==> src/rtl/ll_dma_walker.sv <==
module ll_dma_walker #(
  parameter int AW           = 16,
  parameter int REGION_BYTES = 240
) (
  input  logic          clk,
  input  logic          rst_n,
  input  logic [AW-1:0] cfg_base,
  input  logic          cfg_cyc_wr,
  input  logic          cfg_cyc_val,
  input  logic          go,
  output logic          exp_cycle,
  output logic          busy,
  output logic          stalled,
  output logic          mem_rd_en,
  output logic [AW-1:0] mem_rd_addr,
  input  logic          mem_rd_valid,
  input  logic [63:0]   mem_rd_data,
  output logic          cp_req,
  output logic [63:0]   cp_src,
  output logic [63:0]   cp_dst,
  output logic [32:0]   cp_len,
  input  logic          cp_done,
  input  logic          cp_err,
  output logic          done_lcl,
  output logic          done_rmt,
  output logic          abort
);
  localparam int ELEM_BYTES = 24;
  localparam int MAX_DATA   = REGION_BYTES / ELEM_BYTES - 1;
  localparam int SW         = $clog2(MAX_DATA + 1);

  typedef enum logic [2:0] {S_IDLE, S_REQ, S_WAIT, S_COPY, S_STALL} st_t;

  st_t           st;
  logic [AW-1:0] ptr;
  logic [SW-1:0] slot;
  logic [1:0]    widx;
  logic [31:0]   len_q;
  logic          lie_q, rie_q;

  assign mem_rd_en   = (st == S_REQ);
  assign mem_rd_addr = ptr + AW'({widx, 3'b000});
  assign cp_req      = (st == S_COPY);
  assign cp_len      = (len_q == 32'd0) ? 33'h1_0000_0000 : {1'b0, len_q};
  assign busy        = (st != S_IDLE) && (st != S_STALL);
  assign stalled     = (st == S_STALL);

  always_ff @(posedge clk) begin
    if (!rst_n) begin
      st        <= S_IDLE;
      exp_cycle <= 1'b1;
      ptr       <= '0;
      slot      <= '0;
      widx      <= '0;
      len_q     <= '0;
      lie_q     <= 1'b0;
      rie_q     <= 1'b0;
      cp_src    <= '0;
      cp_dst    <= '0;
      done_lcl  <= 1'b0;
      done_rmt  <= 1'b0;
      abort     <= 1'b0;
    end else begin
      done_lcl <= 1'b0;
      done_rmt <= 1'b0;
      abort    <= 1'b0;
      case (st)
        S_IDLE, S_STALL: begin
          if (cfg_cyc_wr) exp_cycle <= cfg_cyc_val;
          if (go) begin
            widx <= '0;
            st   <= S_REQ;
            if (st == S_IDLE) begin
              ptr  <= cfg_base;
              slot <= '0;
            end
          end
        end
        S_REQ: st <= S_WAIT;
        S_WAIT: begin
          if (mem_rd_valid) begin
            case (widx)
              2'd0: begin
                len_q <= mem_rd_data[63:32];
                lie_q <= mem_rd_data[3];
                rie_q <= mem_rd_data[4];
                if (mem_rd_data[0] != exp_cycle) begin
                  st <= S_STALL;
                end else if (mem_rd_data[1]) begin
                  exp_cycle <= ~exp_cycle;
                  st        <= S_IDLE;
                end else if (slot == SW'(MAX_DATA)) begin
                  abort <= 1'b1;
                  st    <= S_IDLE;
                end else begin
                  widx <= 2'd1;
                  st   <= S_REQ;
                end
              end
              2'd1: begin
                cp_src <= mem_rd_data;
                widx   <= 2'd2;
                st     <= S_REQ;
              end
              default: begin
                cp_dst <= mem_rd_data;
                st     <= S_COPY;
              end
            endcase
          end
        end
        S_COPY: begin
          if (cp_err) begin
            abort <= 1'b1;
            st    <= S_IDLE;
          end else if (cp_done) begin
            done_lcl <= lie_q;
            done_rmt <= rie_q;
            ptr      <= ptr + AW'(ELEM_BYTES);
            slot     <= slot + 1'b1;
            widx     <= '0;
            st       <= S_REQ;
          end
        end
        default: st <= S_IDLE;
      endcase
    end
  end
endmodule

==> config.mk <==
export PLATFORM = sky130hd
export DESIGN_NAME = ll_dma_walker
export DESIGN_NICKNAME = d
export VERILOG_FILES = /design/src/rtl/ll_dma_walker.sv
export SDC_FILE = /design/constraint.sdc
export NUM_CORES = 1
export LEC_CHECK = 0
export BUFFER_PORTS_ARGS = -buffer_cell sky130_fd_sc_hd__buf_2
export CORE_UTILIZATION = 45
export CTS_CLUSTER_SIZE = 14
export DETAILED_ROUTE_END_ITERATION = 10
export HOLD_SLACK_MARGIN = 0.08
export PLACE_DENSITY = 0.73
export SLEW_MARGIN = 20
export SYNTH_ARGS = -nofsm -noshare
export SYNTH_HDL_FRONTEND = slang
export SYNTH_SLANG_ARGS = --single-unit
==> constraint.sdc <==
create_clock -name clk -period 2.65 [get_ports clk]
set_clock_uncertainty 0.2 [all_clocks]
set_input_delay 0.265 -clock clk [delete_from_list [all_inputs] [get_ports clk]]
set_output_delay 0.265 -clock clk [all_outputs]
set_load 0.1 [all_outputs]
* After elaboration in Yosys (flattened, before gate mapping)
Index checks and enable logic that the tools add are counted.
** Cells by class
- $mul :: 0
- Divide/modulo/power cells :: 0
- Mux-type cells :: 42
- Shifts and indexed selects :: 0
- Add/sub/neg operators :: 3
- Eq/ne operators :: 22
- Magnitude comparators :: 0
- Reduce and logical (&&, ||, !) cells :: 18
- Bitwise logic cells :: 5
** Operators by type and width (count)
- 16-bit two-way mux :: 4
- 33-bit two-way mux :: 1
- 32-bit zero test :: 1
- 16-bit case mux with 2 select lines :: 1
- 16-bit by 5-bit adder with 16-bit output :: 1
- 16-bit by 5-bit adder with 16-bit output (second input constant) :: 1
- 4-bit two-way mux :: 4
- 2-bit != test (second input constant) :: 8
- 3-bit two-way mux :: 5
- 3-bit != test (second input constant) :: 5
- 2-bit two-way mux :: 7
- 1-bit two-way mux :: 13
- 3-bit case mux with 4 select lines :: 1
- 3-bit AND reduction :: 4
- 9-bit AND reduction :: 1
- 4-bit case mux with 2 select lines :: 1
- 3-bit by 2-bit equality test with 1-bit output (second input constant) :: 2
- 2-bit case mux with 3 select lines :: 1
- 3-bit case mux with 2 select lines :: 1
- 6-bit AND reduction :: 1
- 3-bit nonzero test :: 2
- 1-bit inverter :: 5
- 5-bit AND reduction :: 1
- 4-bit by 1-bit adder with 4-bit output (second input constant) :: 1
- other kinds (15) :: 18
** Storage, ports and cells
- Register bits :: 191
- Memory bits (read-only) :: 0
- RAM bits :: 0
- Bits in latches :: 0
- Input port bits :: 88
- Memories :: 0
- Output and inout bits :: 185

* Logic depth before layout (Yosys ltp)
- Depth in word-level cells :: 7
- Gate-level depth with buffers :: 8
- Gate-level depth less buffers :: 6

* Worst setup path after synthesis
OpenSTA, ideal clock, no wires.
- Kind :: reg-to-output
- Start point :: register widx[1]
- End point :: output mem_rd_addr[15]
- Path slack :: -0.873 ns
- Arrival time :: 3.058 ns
- Stages on the path, launching flop included :: 7
- Cells stage by stage :: dfxtp_1 > clkbuf_1 > inv_1 > fa_1 > nor3_1 > nand3_1 > xnor2_1
** Between the ends
- Cells in the longest elaborated chain, start to end :: 1
** Ends and longest elaborated chain
- start: declaration :: line 37 : logic [1:0] widx;
- start signal: assignment :: line 54 : widx <= '0;
- start signal: assignment :: line 71 : widx <= '0;
- start signal: assignment :: line 96 : widx <= 2'd1;
- 16-bit by 5-bit adder with 16-bit output :: line 42 : assign mem_rd_addr = ptr + AW'({widx, 3'b000});
- end: declaration :: line 15 : output logic [AW-1:0] mem_rd_addr,
Every way passes these cells.

* Worst setup path after layout
- Start point :: register widx[0]
- End point :: output mem_rd_addr[9]
The elaborated chain is that of the path after synthesis.

==> run summary <==
top cell type's share of synthesized area: 0.502
# DRC: 0
relative slew slack: 0.447
Yosys top cell by area: dfxtp_1
Leak Pwr: 4.61 nW
# IOs: 273
GPL Wtd Cong: 0.900
DR vias: 8070
Worst Tran Pin Value: 830 ps
Setup crit end: mem_rd_addr[9]
drt pass-1 iters: 5
FF+latch count, synth: 191
layout cell share with drive strength beyond 1: 0.284
clock root buffer master: clkbuf_16
fraction of registers with async set/reset: 0
Avg WL per Cell: 16.2 microns
PortBufs: 272
GRT met2 Usage: 0.476
global-route wire length before repair: 38800 microns
Top delay family on crit path: adder cells
global route total overflow: 0
ANT nets after route: 0
clk_lat worst skew: 430 ps
CTS tree: done
min Tclk post-route: 2640 ps
CP peak stage delay: 370 ps
Max-Cap Viols: 0
Initial Util: 0.459
clock sinks: 191
worst-path fanout max: 3
Fmax achieved: 0.380 GHz
DIE WIDTH: 132 microns
dpl hpwl: 15400 microns
setup_tns: 0 ps
Die Y: 132 microns
commonest non-fill, non-tap cell in the layout: nand2_1
Clk pin slew, worst setup/hold paths: 70 ps
Core Area: 16600 sq um
unrepaired setup endpoints after global routing: yes
largest net degree at the start of global routing: 74
worst-case reg-to-reg path depth: 6
CP endpoint kind: primary output
Synth-to-Final Area Change: 42.9%
crit path DAT: 2170 ps
Max Slew Vio Count: 0
Crit. Startpoint: widx[0]$_SDFFE_PN0P_
met3 Usage GRT: 0.0707
vias in the first global route: 7668
Reg-to-Reg Start: st[2]$_SDFFE_PN0P_
CTS Buffer Depth: 2
Seq/Total Area, Yosys: 0.502
HP Class: in -> reg
initial antenna violation count: 0
buffers and inverters on the worst path: 4
1st-iter DRT viols: 567
synth unique cells: 55
critical-path cell list: ha_4, inv_2, fa_2, buf_6, nor3b_2, buf_4, xor2_4, buf_12
Crit Path Category: reg -> out
pwr/cell area: 640 nW/um^2
Post-Syn Instances: 996
Yosys warnings: 0
total CTS buffers: 17
VDD IR max: 0.000439 V
top cells by area, synth: dfxtp_1 (50%), nand2_1 (17%), a21oi_1 (12%)
final wirelength: 24900 microns
commonest non-fill, non-tap cells in the layout: nand2_1 (343), buf_2 (265), dfxtp_1 (184)
# rows: 47
Final Hold Fails: 0
setup slack, reg-to-reg: 90 ps
CP max stage cell: dfxtp_2
top_reg_cell synth: dfxtp_1
crit path launch type: register
final setup fails: 0
met1 Usage GRT: 0.334
Mean Syn Cell Area: 7.65 sq um
WP depth: 8
syn nets: 1090
Avg Vias per Cell: 5.27
grt peak-use layer: met2
Die Footprint: 17500 sq um
RR Endpoint: ptr[10]$_SDFFE_PN0P_
nets: 1393
Tot GR Track Use: 0.281
period utilization: 0.994
number of synthesized flops with an enable pin: 0
H-tree depth: 4
status: finished clean
fillcell total: 1371
Synth Cell Area: 7620 sq um
n_diodes: 0
Design Power: 6.97 mW
WP data required: 2180 ps
==> cell usage after synthesis (6+ instances only) <==
master    count
nand2_1     345
dfxtp_1     191
a21oi_1     178
clkbuf_1     75
buf_2        23
nor2_1       23
o21ai_0      17
and3_1       10
nor4_1       10
xnor2_1      10
inv_1         9
nand3_1       8
and2_1        7
xor2_1        6
==> through the flow <==
| step | setup WS, ps | instances | instance area, sq um | utilization | hold slack, ps |
|---|---|---|---|---|---|
| floorplan | -461 | 996 | 7730 | - | 201 |
| global placement | 208 | 1410 | 9300 | 0.561 | 238 |
| detailed placement | 167 | 1410 | 9300 | 0.561 | 243 |
| CTS | -3.07 | 1531 | 10900 | 0.655 | 150 |
| global route | -37.2 | 1532 | 10900 | 0.656 | 185 |
| finish | 15.0 | 1532 | 10900 | 0.656 | 172 |
==> power by group <==
| group | total [mW] | leakage (nW) | internal, mW | switching (mW) |
|---|---|---|---|---|
| sequential | 3.02 | 1.55 | 2.94 | 0.0841 |
| clock | 2.66 | 0.301 | 1.39 | 1.27 |
| combinational | 1.29 | 2.77 | 0.390 | 0.900 |
==> state kept, by name, indices dropped and copies added (netlist names), 2 cells and up <==
register and flops:
ptr 16, widx 2, slot 4, cp_src 64, st 3, cp_dst 64
len_q 32
==> cell families (layout without fill, tap and decap cells) <==
family,Yosys count,count (layout),share of synthesized area
buf+inv,114,430,0.0614
fa+ha+maj,6,6,0.0108
simple gates,439,439,0.243
xor+xnor,16,16,0.0184
flops,191,191,0.502
mux,1,1,0.00131
compound gates,229,229,0.164
==> final cells by class <==
| class | instances | area [sq um] | share of cell area |
|---|---|---|---|
| Multi-Input combinational cell | 691 | 3510 | 0.322 |
| Clock inverter | 14 | 190 | 0.0175 |
| Clock buffer | 18 | 439 | 0.0403 |
| Tap cell | 220 | 275 | 0.0253 |
| Timing Repair Buffer | 387 | 2600 | 0.239 |
| Sequential cell | 191 | 3830 | 0.352 |
| Inverter | 11 | 43.8 | 0.00402 |
==> worst min-delay path by stage <==
| stage | from | endpoint | slack [ps] | cells after the start |
|---|---|---|---|---|
| finish | go | ptr[1]$_SDFFE_PN0P_ | 170 | 4 |
| global route | go | ptr[1]$_SDFFE_PN0P_ | 180 | 4 |
| CTS | go | ptr[1]$_SDFFE_PN0P_ | 150 | 4 |
| detailed placement | cp_dst[37]$_SDFFE_PN0P_ | cp_dst[37]$_SDFFE_PN0P_ | 240 | 2 |
| global placement | cp_src[2]$_SDFFE_PN0P_ | cp_src[2]$_SDFFE_PN0P_ | 240 | 2 |
| floorplan | mem_rd_data[3] | lie_q$_SDFFE_PN0P_ | 200 | 2 |
==> worst register-to-register path: cells and delay by family, from the launching register on <==
kind | cells | cell delay [ps]
buf+inv | 2 | 800
flops | 1 | 450
simple gates | 2 | 800
compound gates | 2 | 270
==> layer usage <==
metal  share of wire  vias up
met1            0.41     3772
met5               0        -
met2            0.48      365
met3           0.077       65
met4           0.032        0
li1                -     3868
==> repair_timing <==
action                     4_1_cts  5_1_grt
hold endpoints to repair       183        0
buffers inserted                 3        1
gates resized for setup         17        6
setup endpoints to repair        9       10
hold buffers                    86        0
pin swaps                        3        2
(Power assumes the default switching activity.)
